`src/rtl/can_acc_pkg.sv`:
```
package can_acc_pkg;

    localparam int ID_W    = 29;
    localparam int DLC_W   = 4;
    localparam int AFI_W   = 3;
    localparam int DATA_W  = 64;
    localparam int VEC_W   = ID_W + 2;
    localparam int STD_LSB = 18;
    localparam int IDE_POS = ID_W;
    localparam int RTR_POS = ID_W + 1;

    typedef struct packed {
        logic [ID_W-1:0]   id;
        logic              ide;
        logic              rtr;
        logic [DLC_W-1:0]  dlc;
        logic [AFI_W-1:0]  afi;
        logic [DATA_W-1:0] data;
    } rx_entry_t;

    typedef enum logic [1:0] {
        ST_EMPTY   = 2'd0,
        ST_PARTIAL = 2'd1,
        ST_FULL    = 2'd2
    } occ_state_t;

    typedef enum logic [1:0] {
        ACT_IDLE    = 2'd0,
        ACT_STORE   = 2'd1,
        ACT_REPLACE = 2'd2,
        ACT_DROP    = 2'd3
    } wr_action_t;

endpackage

```
`src/rtl/can_acc_match.sv`:
```
module can_acc_match
    import can_acc_pkg::*;
(
    input  logic [VEC_W-1:0] frame_vec,
    input  logic [VEC_W-1:0] mask_q,
    input  logic [VEC_W-1:0] code_q,
    output logic             hit
);
    logic [VEC_W-1:0] care;

    always_comb begin
        care = mask_q;
        if (!frame_vec[IDE_POS]) begin
            care[STD_LSB-1:0] = '0;
        end
        hit = (((frame_vec ^ code_q) & care) == '0);
    end
endmodule

```
`src/rtl/can_acc_bank.sv`:
```
module can_acc_bank
    import can_acc_pkg::*;
#(
    parameter int N_FILT = 3
) (
    input  logic              clk,
    input  logic              rst_n,
    input  logic              cfg_we,
    input  logic [AFI_W-1:0]  cfg_idx,
    input  logic              cfg_is_code,
    input  logic [VEC_W-1:0]  cfg_wdata,
    input  logic [VEC_W-1:0]  frame_vec,
    output logic              any_hit,
    output logic [AFI_W-1:0]  hit_idx,
    output logic [VEC_W-1:0]  mask_rd [N_FILT],
    output logic [VEC_W-1:0]  code_rd [N_FILT]
);
    logic [VEC_W-1:0]  mask_q [N_FILT];
    logic [VEC_W-1:0]  code_q [N_FILT];
    logic [N_FILT-1:0] hit_vec;

    for (genvar g = 0; g < N_FILT; g++) begin : g_filt
        always_ff @(posedge clk) begin
            if (!rst_n) begin
                mask_q[g] <= '0;
                code_q[g] <= '0;
            end else if (cfg_we && (cfg_idx == AFI_W'(g))) begin
                if (cfg_is_code) code_q[g] <= cfg_wdata;
                else             mask_q[g] <= cfg_wdata;
            end
        end

        can_acc_match i_match (
            .frame_vec (frame_vec),
            .mask_q    (mask_q[g]),
            .code_q    (code_q[g]),
            .hit       (hit_vec[g])
        );

        assign mask_rd[g] = mask_q[g];
        assign code_rd[g] = code_q[g];
    end

    // lowest index has priority
    always_comb begin
        hit_idx = '0;
        for (int i = N_FILT - 1; i >= 0; i--) begin
            if (hit_vec[i]) hit_idx = AFI_W'(i);
        end
        any_hit = |hit_vec;
    end

    // a reported winner is a filter that actually hit
    p_winner_hits_r4: assert property (@(posedge clk) disable iff (!rst_n)
        any_hit |-> hit_vec[hit_idx]);
endmodule

```
`src/rtl/can_acc_fifo.sv`:
```
module can_acc_fifo
    import can_acc_pkg::*;
#(
    parameter int DEPTH = 4
) (
    input  logic            clk,
    input  logic            rst_n,
    input  logic            push,
    input  rx_entry_t       push_data,
    input  logic            ovw_mode,
    input  logic            pop_req,
    output rx_entry_t       head,
    output logic [$clog2(DEPTH):0] count,
    output logic            not_empty,
    output logic            store_evt,
    output logic            drop_evt
);
    localparam int PTR_W = $clog2(DEPTH);
    localparam int CNT_W = PTR_W + 1;

    occ_state_t       state_q, state_d;
    wr_action_t       act;
    logic             pop_ok;
    logic [PTR_W-1:0] rd_ptr, wr_ptr, wr_idx;
    logic [CNT_W-1:0] cnt_q;
    rx_entry_t        mem [DEPTH];

    always_ff @(posedge clk) begin
        if (!rst_n) state_q <= ST_EMPTY;
        else        state_q <= state_d;
    end

    always_comb begin
        state_d = state_q;
        unique case (state_q)
            ST_EMPTY: begin
                if (push) state_d = ST_PARTIAL;
            end
            ST_PARTIAL: begin
                if (push && !pop_ok && (cnt_q == CNT_W'(DEPTH - 1)))
                    state_d = ST_FULL;
                else if (pop_ok && !push && (cnt_q == CNT_W'(1)))
                    state_d = ST_EMPTY;
            end
            ST_FULL: begin
                if (pop_ok && !push) state_d = ST_PARTIAL;
            end
            default: state_d = ST_EMPTY;
        endcase
    end

    always_comb begin
        pop_ok = pop_req && (state_q != ST_EMPTY);
        act    = ACT_IDLE;
        unique case (state_q)
            ST_EMPTY, ST_PARTIAL: begin
                if (push) act = ACT_STORE;
            end
            ST_FULL: begin
                if (push) begin
                    if (pop_ok)        act = ACT_STORE;
                    else if (ovw_mode) act = ACT_REPLACE;
                    else               act = ACT_DROP;
                end
            end
            default: act = ACT_IDLE;
        endcase
        wr_idx    = (act == ACT_REPLACE) ? (wr_ptr - PTR_W'(1)) : wr_ptr;
        store_evt = (act == ACT_STORE) || (act == ACT_REPLACE);
        drop_evt  = (act == ACT_DROP);
    end

    always_ff @(posedge clk) begin
        if (store_evt) mem[wr_idx] <= push_data;
    end

    always_ff @(posedge clk) begin
        if (!rst_n) begin
            rd_ptr <= '0;
            wr_ptr <= '0;
            cnt_q  <= '0;
        end else begin
            if (pop_ok) rd_ptr <= rd_ptr + PTR_W'(1);
            if (act == ACT_STORE) wr_ptr <= wr_ptr + PTR_W'(1);
            cnt_q <= cnt_q + CNT_W'(act == ACT_STORE) - CNT_W'(pop_ok);
        end
    end

    assign head      = mem[rd_ptr];
    assign count     = cnt_q;
    assign not_empty = (state_q != ST_EMPTY);

    // never more than DEPTH entries
    p_count_max_r5: assert property (@(posedge clk) disable iff (!rst_n)
        cnt_q <= CNT_W'(DEPTH));
    // state register and counter agree about fullness
    p_full_state_r7: assert property (@(posedge clk) disable iff (!rst_n)
        (state_q == ST_FULL) == (cnt_q == CNT_W'(DEPTH)));
    // a dropped frame leaves the count unchanged
    p_drop_keeps_count_r8: assert property (@(posedge clk) disable iff (!rst_n)
        drop_evt |=> (cnt_q == CNT_W'(DEPTH)));
    // a pop without a store shrinks the queue by one
    p_pop_dec_r6: assert property (@(posedge clk) disable iff (!rst_n)
        (pop_ok && !push) |=> (cnt_q == $past(cnt_q) - CNT_W'(1)));
endmodule

```
`src/rtl/can_acc_rxq.sv`:
```
module can_acc_rxq
    import can_acc_pkg::*;
#(
    parameter int N_FILT = 3,
    parameter int DEPTH  = 4
) (
    input  logic        clk,
    input  logic        rst_n,
    input  logic        rx_valid,
    input  logic [28:0] rx_id,
    input  logic        rx_ide,
    input  logic        rx_rtr,
    input  logic [3:0]  rx_dlc,
    input  logic [63:0] rx_data,
    input  logic        reg_wr,
    input  logic        reg_rd,
    input  logic [3:0]  reg_addr,
    input  logic [31:0] reg_wdata,
    output logic [31:0] reg_rdata,
    output logic        irq
);
    localparam int PTR_W = $clog2(DEPTH);
    localparam logic [3:0] A_CFG  = 4'd6;
    localparam logic [3:0] A_STAT = 4'd7;
    localparam logic [3:0] A_ID   = 4'd8;
    localparam logic [3:0] A_CTL  = 4'd9;
    localparam logic [3:0] A_DLO  = 4'd10;
    localparam logic [3:0] A_DHI  = 4'd11;
    localparam logic [3:0] A_FLT_END = 4'(2 * N_FILT);

    logic [VEC_W-1:0] frame_vec;
    logic             any_hit;
    logic [AFI_W-1:0] hit_idx;
    logic [VEC_W-1:0] mask_rd [N_FILT];
    logic [VEC_W-1:0] code_rd [N_FILT];
    rx_entry_t        new_ent, head;
    logic [PTR_W:0]   count;
    logic             not_empty, store_evt, drop_evt, pop_req;
    logic             ovw_q, rxf_q, ovr_q, clr_rx, clr_ovr, flt_we;
    logic [AFI_W-1:0] flt_idx;
    logic [31:0]      rd_mux;

    assign frame_vec = {rx_rtr, rx_ide, rx_id};
    assign flt_we    = reg_wr && (reg_addr < A_FLT_END);
    assign flt_idx   = AFI_W'(reg_addr[3:1]);

    can_acc_bank #(.N_FILT(N_FILT)) i_bank (
        .clk         (clk),
        .rst_n       (rst_n),
        .cfg_we      (flt_we),
        .cfg_idx     (flt_idx),
        .cfg_is_code (reg_addr[0]),
        .cfg_wdata   (reg_wdata[VEC_W-1:0]),
        .frame_vec   (frame_vec),
        .any_hit     (any_hit),
        .hit_idx     (hit_idx),
        .mask_rd     (mask_rd),
        .code_rd     (code_rd)
    );

    always_comb begin
        new_ent.id   = rx_ide ? rx_id : {rx_id[ID_W-1:STD_LSB], {STD_LSB{1'b0}}};
        new_ent.ide  = rx_ide;
        new_ent.rtr  = rx_rtr;
        new_ent.dlc  = rx_dlc;
        new_ent.afi  = hit_idx;
        new_ent.data = rx_data;
    end

    assign pop_req = reg_rd && (reg_addr == A_DHI);

    can_acc_fifo #(.DEPTH(DEPTH)) i_fifo (
        .clk       (clk),
        .rst_n     (rst_n),
        .push      (rx_valid && any_hit),
        .push_data (new_ent),
        .ovw_mode  (ovw_q),
        .pop_req   (pop_req),
        .head      (head),
        .count     (count),
        .not_empty (not_empty),
        .store_evt (store_evt),
        .drop_evt  (drop_evt)
    );

    assign clr_rx  = reg_wr && (reg_addr == A_STAT) && reg_wdata[8];
    assign clr_ovr = reg_wr && (reg_addr == A_STAT) && reg_wdata[9];

    always_ff @(posedge clk) begin
        if (!rst_n) begin
            ovw_q <= 1'b0;
            rxf_q <= 1'b0;
            ovr_q <= 1'b0;
        end else begin
            if (reg_wr && (reg_addr == A_CFG)) ovw_q <= reg_wdata[0];
            rxf_q <= (rxf_q && !clr_rx)  || store_evt;
            ovr_q <= (ovr_q && !clr_ovr) || drop_evt;
        end
    end

    always_comb begin
        rd_mux = '0;
        if (reg_addr < A_FLT_END) begin
            rd_mux = reg_addr[0] ? 32'(code_rd[flt_idx]) : 32'(mask_rd[flt_idx]);
        end else begin
            case (reg_addr)
                A_CFG:  rd_mux = {31'b0, ovw_q};
                A_STAT: rd_mux = {22'b0, ovr_q, rxf_q, 5'b0, count[PTR_W], 2'(count)};
                A_ID:   rd_mux = not_empty ? 32'(head.id) : '0;
                A_CTL:  rd_mux = not_empty ? {21'b0, head.afi, 2'b0, head.rtr,
                                              head.ide, head.dlc} : '0;
                A_DLO:  rd_mux = not_empty ? head.data[31:0]  : '0;
                A_DHI:  rd_mux = not_empty ? head.data[63:32] : '0;
                default: rd_mux = '0;
            endcase
        end
    end

    always_ff @(posedge clk) begin
        if (!rst_n)      reg_rdata <= '0;
        else if (reg_rd) reg_rdata <= rd_mux;
    end

    assign irq = rxf_q || ovr_q;

    // a discarded frame on a full queue raises the overrun flag
    p_ovr_set_r8: assert property (@(posedge clk) disable iff (!rst_n)
        drop_evt |=> ovr_q);
    // a store raises the receive flag even if a clear is written together
    p_rx_flag_r11: assert property (@(posedge clk) disable iff (!rst_n)
        store_evt |=> rxf_q);
    // with overwrite enabled no frame is ever dropped
    p_no_drop_ovw_r9: assert property (@(posedge clk) disable iff (!rst_n)
        ovw_q |-> !drop_evt);
endmodule

```
`config.mk`:
```
export PLATFORM = sky130hd
export DESIGN_NAME = can_acc_rxq
export DESIGN_NICKNAME = d
export VERILOG_FILES = /design/src/rtl/can_acc_pkg.sv /design/src/rtl/can_acc_match.sv /design/src/rtl/can_acc_bank.sv /design/src/rtl/can_acc_fifo.sv /design/src/rtl/can_acc_rxq.sv
export SDC_FILE = /design/constraint.sdc
export NUM_CORES = 1
export LEC_CHECK = 0
export BUFFER_PORTS_ARGS = -buffer_cell sky130_fd_sc_hd__buf_2
export CAP_MARGIN = 20
export CORE_UTILIZATION = 50
export DETAILED_ROUTE_END_ITERATION = 8
export PLACE_DENSITY = 0.68
export SYNTH_ARGS = -nofsm -noshare
export SYNTH_HDL_FRONTEND = slang
export SYNTH_SLANG_ARGS = --single-unit
```
`constraint.sdc`:
```
create_clock -name clk -period 19.4 [get_ports clk]
set_clock_uncertainty 0.1 [all_clocks]
set_input_delay 5.82 -clock clk [delete_from_list [all_inputs] [get_ports clk]]
set_output_delay 5.82 -clock clk [all_outputs]
set_load 0.01 [all_outputs]
```
After elaboration in Yosys (flattened, before gate mapping)
Memories as Yosys holds them, arrays and structs flattened. A register that Yosys moved wholly into a read port is not among the register bits.
Cells that the tools add are included.
{"block": "totals", "ff_bits": 44, "mem_bits_rw": 590, "inputBits": 140, "output_inout_bits": 33, "word_cells": 145, "n_memories": 3}
{"block": "op_classes", "addsub": 5, "order_cmp": 2, "n_eq_ne": 18, "muxes": 62, "bitwise_logic": 13, "n_reduce_logical": 34}
{"name": "i_fifo.mem", "words": 4, "word_bits": 101, "rd": 1, "rd_ports_with_merged_regs": 1, "wr": 1, "line_no": "can_acc_fifo.sv:26", "rtl": "rx_entry_t mem [DEPTH];"}
{"name": "i_bank.code_q", "words": 3, "word_bits": 31, "rd": 3, "rd_ports_with_merged_regs": 0, "wr": 3, "line_no": "can_acc_bank.sv:19", "rtl": "logic [VEC_W-1:0] code_q [N_FILT];"}
{"name": "i_bank.mask_q", "words": 3, "word_bits": 31, "rd": 3, "rd_ports_with_merged_regs": 0, "wr": 3, "line_no": "can_acc_bank.sv:18", "rtl": "logic [VEC_W-1:0] mask_q [N_FILT];"}
{"op": "31-bit 2-to-1 mux", "n": 11}
{"op": "32-bit one-hot mux with 6 select lines", "n": 1}
{"op": "31-bit binary-select mux with 2-bit select", "n": 2}
{"op": "32-bit 2-to-1 mux", "n": 3}
{"op": "31-bit AND", "n": 3}
{"op": "31-bit logical NOT", "n": 3}
{"op": "31-bit XOR", "n": 3}
{"op": "18-bit 2-to-1 mux", "n": 4}
{"op": "29-bit 2-to-1 mux", "n": 1}
{"op": "1-bit 2-to-1 mux", "n": 25}
{"op": "2-bit 2-to-1 mux", "n": 12}
{"op": "1-bit logical AND", "n": 17}
{"op": "4-bit equality test (second input constant)", "n": 4}
{"op": "11-bit 2-to-1 mux", "n": 1}
{"op": "4-bit by 3-bit equality test with 1-bit output (second input constant)", "n": 2}
{"op": "2-bit equality test (second input constant)", "n": 3}
{"op": "3-bit by 1-bit equality test with 1-bit output (second input constant)", "n": 2}
{"op": "3-bit by 2-bit equality test with 1-bit output (second input constant)", "n": 2}
{"op": "1-bit OR", "n": 6}
{"op": "2-bit one-hot mux with 3 select lines", "n": 1}
{"op": "2-bit by 1-bit adder with 2-bit output (second input constant)", "n": 2}
{"op": "2-bit by 1-bit equality test with 1-bit output (second input constant)", "n": 2}
{"op": "4-bit by 3-bit >= comparator with 1-bit output (second input constant)", "n": 1}
{"op": "1-bit logical NOT", "n": 4}
{"op": "other kinds (15)", "n": 19}

Logic depth before layout (Yosys ltp)
An unclocked memory read counts as a cell.
{"block": "depth", "word_depth": 12, "ltp_mapped": 15, "ltp_nobuf": 14}

Modules after synthesis
Synthesis repeated with hierarchy kept, for this count alone.
{"block": "hier_totals", "hier_cells": 1620, "area_unflattened_um2": 27816.7}
{"module": "can_acc_fifo", "n_inst": 1, "cells_per_inst": 599, "area_per_inst_um2": 15332.2, "seq_area_each_um2": 12472.0}
{"module": "can_acc_bank", "n_inst": 1, "cells_per_inst": 466, "area_per_inst_um2": 7378.3, "seq_area_each_um2": 5585.4}
{"module": "can_acc_rxq", "n_inst": 1, "cells_per_inst": 396, "area_per_inst_um2": 3814.9, "seq_area_each_um2": 700.7}
{"module": "can_acc_match", "n_inst": 3, "cells_per_inst": 53, "area_per_inst_um2": 430.4, "seq_area_each_um2": 0.0}

Worst setup path before layout
OpenSTA, ideal clock, no wires.
{"block": "synth_timing", "path_kind": "input port to flip-flop", "from": "input rx_id[17]", "to": "memory i_fifo.mem[2][0] (netlist bit), enable pin", "setup_time_ns": 0.705, "arrival_time_ns": 14.814, "required_ns": 18.595, "path_slack_ns": 3.781, "stages": 11, "n_path_buf": 0, "cell_sequence": "xor2_1 -> a22oi_1 -> nand4_1 -> o31ai_1 -> a22oi_1 -> a21oi_4 -> nand3_1 -> inv_1 -> ha_1 -> xor2_1 -> nor3b_1"}
{"block": "synth_via", "elab_chain_cells": 11, "elab_cells_between_ends": 20, "cone_classes": "2 x eq/ne; 6 x mux; 6 x bitwise; 6 x reduce/logical"}
{"item": "from (decl)", "line_no": "can_acc_rxq.sv:10", "rtl": "input logic [28:0] rx_id,"}
{"item": "31-bit XOR", "line_no": "can_acc_match.sv:16", "rtl": "hit = (((frame_vec ^ code_q) & care) == '0);"}
{"item": "31-bit AND", "line_no": "can_acc_match.sv:16"}
{"item": "31-bit logical NOT", "line_no": "can_acc_match.sv:16"}
{"item": "3-bit OR reduction (*)", "line_no": "can_acc_bank.sv:50", "rtl": "any_hit = |hit_vec;"}
{"item": "1-bit logical AND (*)", "line_no": "can_acc_rxq.sv:75", "rtl": ".push (rx_valid && any_hit),"}
{"item": "2-bit 2-to-1 mux / 1-bit 2-to-1 mux (equally long branches)", "line_no": "can_acc_fifo.sv:60, can_acc_fifo.sv:57"}
{"item": "2-bit one-hot mux with 2 select lines (*)", "line_no": "can_acc_fifo.sv:55", "rtl": "unique case (state_q)"}
{"item": "2-bit by 1-bit equality test with 1-bit output / 2-bit equality test (equally long branches)", "line_no": "can_acc_fifo.sv:69, can_acc_fifo.sv:68"}
{"item": "1-bit logical OR", "line_no": "can_acc_fifo.sv:69", "rtl": "store_evt = (act == ACT_STORE) || (act == ACT_REPLACE);"}
{"item": "1-bit 2-to-1 mux", "line_no": "can_acc_fifo.sv:74", "rtl": "if (store_evt) mem[wr_idx] <= push_data;"}
{"item": "1-bit 2-to-1 mux (not written as such)", "line_no": "can_acc_fifo.sv:74"}
{"item": "to (decl)", "line_no": "can_acc_fifo.sv:26"}
Every way passes the cells marked *; elsewhere a longest branch is shown, timed or not.

Worst setup path in the final report
{"block": "layout_timing", "from": "input rx_ide", "to": "memory i_fifo.mem[0][20] (netlist bit), enable pin"}
{"block": "layout_via", "elab_chain_cells": 11, "elab_cells_between_ends": 23, "cone_classes": "2 x eq/ne; 9 x mux; 6 x bitwise; 6 x reduce/logical"}
{"item": "from (decl)", "line_no": "can_acc_rxq.sv:11", "rtl": "input logic rx_ide,"}
{"item": "18-bit 2-to-1 mux / 31-bit XOR (equally long branches)", "line_no": "can_acc_match.sv:13, can_acc_match.sv:16"}
{"item": "31-bit AND", "line_no": "can_acc_match.sv:16"}
{"item": "31-bit logical NOT", "line_no": "can_acc_match.sv:16"}
{"item": "3-bit OR reduction (*)", "line_no": "can_acc_bank.sv:50"}
{"item": "1-bit logical AND (*)", "line_no": "can_acc_rxq.sv:75"}
{"item": "2-bit 2-to-1 mux / 1-bit 2-to-1 mux (equally long branches)", "line_no": "can_acc_fifo.sv:60, can_acc_fifo.sv:57"}
{"item": "2-bit one-hot mux with 2 select lines (*)", "line_no": "can_acc_fifo.sv:55"}
{"item": "2-bit by 1-bit equality test with 1-bit output / 2-bit equality test (equally long branches)", "line_no": "can_acc_fifo.sv:69, can_acc_fifo.sv:68"}
{"item": "1-bit logical OR", "line_no": "can_acc_fifo.sv:69"}
{"item": "1-bit 2-to-1 mux", "line_no": "can_acc_fifo.sv:74"}
{"item": "1-bit 2-to-1 mux (not written as such)", "line_no": "can_acc_fifo.sv:74"}
Marks and branches as above.

==> results.md <==
- For the pin with the worst max-slew slack, the measured transition is 0.9223 ns.
- Of the total power, the share spent switching nets is 0.2180.
- The time the final worst path needs with I/O delays and setup is 10.63 ns.
- The fraction of power consumed by combinational cells is 0.064.
- The number of max-slew violations in the final report was 0.
- In the routed design, unresolved DRC markers number 0.
- The mean routed wirelength per cell is 26.39 µm.
- The starting density of the core is 0.5073.
- The worst setup path is captured at a flip-flop.
- During I/O placement, the number of pins put on the boundary was 173.
- The internal power of the cells totals 0.002346 W.
- The total non-filler cell area in the finished layout is 31120 µm².
- The worst vdd rail ir drop is 0.00005591 V.
- The cell at the root of the clock tree is sky130_fd_sc_hd__clkbuf_16.
- The worst setup path is launched from an input pin.
- The critical path is of the input pin to flip-flop type.
- The routed layout has 15999 vias.
- The floorplan step defined a die boundary enclosing 55640 µm².
- In the layout the commonest cells are sky130_fd_sc_hd__edfxtp_1, sky130_fd_sc_hd__and2_1, sky130_fd_sc_hd__buf_2.
- After routing, the total negative slack on setup checks comes to 0 ns.
- The maximum achievable frequency is 94.08 MHz.
- The clock reaches the later pin of the worst-skew pair after 0.60 ns.
- The net switching component of the power is 0.0006542 W.
- In this run, CTS created clock tree buffers numbering 66.
- In the finished design, the share of the clock period the worst path needs comes to 0.5479.
- The share of the Yosys chip area taken by registers is 0.6814.
- The hold violation count in the final report is 0.
- The number of optimization iterations in the first detailed-route pass is 6.
- The count of endpoints failing setup in the final report is 0.
- Data arrives at the worst endpoint at 10.76 ns.
- The total area inside the core boundary comes to 53920 µm².
- The number of sinks handled by clock tree synthesis is 636.
- The fraction of final layout cells with drive strength greater than 1 is 0.2291.
- The number of hold buffers added after CTS is 0.
- The type of the most critical hold path is flip-flop to flip-flop.
- The detail route stage leaves a number of antenna-violating nets equal to 0.
- The number of core rows is 85.
- The number of warning messages in the yosys log is 0.
- The number of instances in the synthesized netlist is 1724.
- The die extent in x is 235.9 µm.
- Data on the critical path is required at its endpoint by 19.53 ns.
- The clock tree from TritonCTS is done.
- The register share of total power is 0.517.
- The H-tree depth reported by CTS is 3.
- Entering global routing, the biggest net connects 66 pins.
- The number of antenna violations at the first check in global routing came to 10.
- The post-synth net total is 1870.
- The total of max-cap violations is 0.
- The most frequently used flop master after synthesis is sky130_fd_sc_hd__edfxtp_1.
- In this run the static leakage power is 10.95 nW.
- The number of flops mapped to enable cells by yosys is 590.
- The sum of overflow across all layers after global routing is 0.
- The congestion estimate from routability-driven global placement came to 0.8674.
- After layout, the design draws a total of 0.003000 W.
- Setup repair after global routing left no endpoint under its margin.
- After the first detailed-routing iteration, the DRC count stood at 1706.
- In the routed layout, each cell is associated on average with a via count of 6.053.
- The core utilization of the finished layout is 0.5771.
- The clock passes through at most 3 buffers.
- Detailed placement finished with a half-perimeter wire length of 44.01 mm.
- The number of buffers inserted by post-CTS setup repair is 0.
- The number of distinct library cell variants in the gate-level netlist after synthesis is 53.
- Post-CTS repair changed the size of 0 cells.
- The placed instances occupy a cell area of 28970 µm².
- The commonest non-fill, non-tap cell in the layout is sky130_fd_sc_hd__edfxtp_1.
- A synthesized cell averages 15.86 µm².
- The final layout contains 2039 nets.
- The flow ran to the end, and the final reports show no timing, DRC or antenna violations.
- Clock-pin slew was measured on the worst setup and hold paths at 0.06 ns.
- For this design the ratio of total power to cell area is 96.42 nW/µm².
- The part of the power in the clock network is 0.418.
- The first global-routing pass estimated 103.7 mm of wire.
- The number of global-route vias before repair is 16008.
- The overall global routing resource usage is 0.2542.
- The cell area after synthesis is 27350 µm².
- Wires add up to 69.75 mm.
- The number of port buffers is 171.
- The critical-path maximum fanout is 48.
- The area growth from synthesis to layout is 13.76%.
- The share of synthesized flip-flops with an asynchronous set or reset is 0.
- In this run the tightest slew margin relative to its limit is 0.3852.
- After synthesis the netlist holds a flip-flop and latch count of 636.
- Measured along the y axis, the die boundary spans 235.9 µm.
==> power groups by stage <==
| stage | clock [W] | combinational (W) | sequential [W] |
|---|---|---|---|
| after floorplan | 0 | 0.000103 | 0.00158 |
| after global placement | 0 | 0.000187 | 0.00158 |
| after detailed placement | 0 | 0.000190 | 0.00158 |
| after CTS | 0.00127 | 0.000191 | 0.00155 |
| after global routing | 0.00133 | 0.000206 | 0.00155 |
| final | 0.00126 | 0.000193 | 0.00155 |
==> path summary, 6_finish.rpt <==
| kind | to | from | cells past startpoint | slack, ns |
|---|---|---|---|---|
| min | reg_rdata[19] | reg_rdata[19] | 1 | 0.38 |
| max reg2reg | i_fifo.mem[0][20] | i_bank.code_q[2][11] | 11 | 13.85 |
| min reg2reg | reg_rdata[19] | reg_rdata[19] | 1 | 0.38 |
| max | i_fifo.mem[0][20] | rx_ide | 11 | 8.77 |
==> sequential cells by signal, indices dropped and copies added, names as in the netlist, 2 cells and up, named ones only <==
register,count
i_fifo.state_q,2
i_bank.code_q,93
i_fifo.wr_ptr,2
i_fifo.count,3
i_bank.mask_q,93
i_fifo.rd_ptr,2
i_fifo.mem,404
reg_rdata,32
==> through the flow <==
step	cells	worst slack (ns)	hold WS [ns]
after global placement	2521	8.160	0.3610
final	2643	8.771	0.3777
after floorplan	1724	3.781	0.3515
after detailed placement	2521	8.094	0.3658
after CTS	2638	8.724	0.3798
after global routing	2639	8.390	0.3974
==> cells in the mapped netlist, types with 3 or more instances <==
| library cell | instances | area [µm²] |
|---|---|---|
| sky130_fd_sc_hd__nor3_1 | 3 | 15.01 |
| sky130_fd_sc_hd__o2111ai_1 | 4 | 35.03 |
| sky130_fd_sc_hd__a211oi_1 | 17 | 127.6 |
| sky130_fd_sc_hd__inv_1 | 12 | 45.04 |
| sky130_fd_sc_hd__mux4_2 | 92 | 2072 |
| sky130_fd_sc_hd__ha_1 | 5 | 62.56 |
| sky130_fd_sc_hd__a22oi_1 | 65 | 488.0 |
| sky130_fd_sc_hd__o211ai_1 | 19 | 142.6 |
| sky130_fd_sc_hd__mux2i_1 | 72 | 720.7 |
| sky130_fd_sc_hd__a221oi_1 | 13 | 113.9 |
| sky130_fd_sc_hd__a22o_1 | 3 | 26.28 |
| sky130_fd_sc_hd__buf_2 | 26 | 130.1 |
| sky130_fd_sc_hd__o21ai_0 | 39 | 195.2 |
| sky130_fd_sc_hd__xnor2_1 | 5 | 43.79 |
| sky130_fd_sc_hd__a21boi_0 | 3 | 22.52 |
| sky130_fd_sc_hd__dfxtp_1 | 46 | 920.9 |
| sky130_fd_sc_hd__o31ai_1 | 3 | 22.52 |
| sky130_fd_sc_hd__buf_1 | 10 | 37.54 |
| sky130_fd_sc_hd__edfxtp_1 | 590 | 17720 |
| sky130_fd_sc_hd__clkbuf_1 | 65 | 244.0 |
| sky130_fd_sc_hd__mux2_2 | 33 | 371.6 |
| sky130_fd_sc_hd__nand4_1 | 6 | 37.54 |
| sky130_fd_sc_hd__o211a_1 | 31 | 310.3 |
| sky130_fd_sc_hd__buf_4 | 4 | 30.03 |
| sky130_fd_sc_hd__o221ai_1 | 14 | 122.6 |
| sky130_fd_sc_hd__xor2_1 | 93 | 814.5 |
| sky130_fd_sc_hd__and2_1 | 214 | 1339 |
| sky130_fd_sc_hd__and3_1 | 3 | 18.77 |
| sky130_fd_sc_hd__nor2b_1 | 9 | 56.30 |
| sky130_fd_sc_hd__nand3_1 | 19 | 95.09 |
| sky130_fd_sc_hd__a21oi_1 | 55 | 275.3 |
| sky130_fd_sc_hd__nand2_1 | 71 | 266.5 |
| sky130_fd_sc_hd__nor2_1 | 55 | 206.5 |
==> routing by layer <==
metal,vias up,share of wire,global-route usage
li1,7016,-,-
met1,8204,0.43,0.3666
met2,656,0.47,0.3880
met3,111,0.087,0.05793
met4,12,0.020,0.07328
met5,-,0.0012,0
==> cell type report <==
type	count	area (µm²)
fill	4123	22800
sequential	636	18650
multi-input combinational	969	8273
clock buffer	91	1838
timing repair buffer	207	1135
tap	696	870.8
clock inverter	26	292.8
inverter	13	48.80
antenna	5	12.51
==> cells by family after synthesis <==
group / Yosys count / share of synthesized area
DFF: 636 / 0.6814
adders and majority gates: 6 / 0.003019
muxes: 197 / 0.1157
xor gates and xnor gates: 98 / 0.03138
and+or+nand+nor: 387 / 0.07612
buffers and inverters: 119 / 0.01834
AOI/OAI and AO/OA: 281 / 0.07402
==> worst max-delay path, cell delays in order <==
cell and delay [ns]:
sky130_fd_sc_hd__buf_2 0.32, sky130_fd_sc_hd__a32oi_1 0.38, sky130_fd_sc_hd__nand4_1 0.16, sky130_fd_sc_hd__a2111oi_2 0.69, sky130_fd_sc_hd__nand2_1 0.25, sky130_fd_sc_hd__a21oi_4 0.26, sky130_fd_sc_hd__nand3_1 0.15, sky130_fd_sc_hd__ha_1 0.46
sky130_fd_sc_hd__nor3_2 0.73, sky130_fd_sc_hd__buf_4 0.71, sky130_fd_sc_hd__buf_4 0.68
Note: power is estimated with default switching activity, not from simulation.
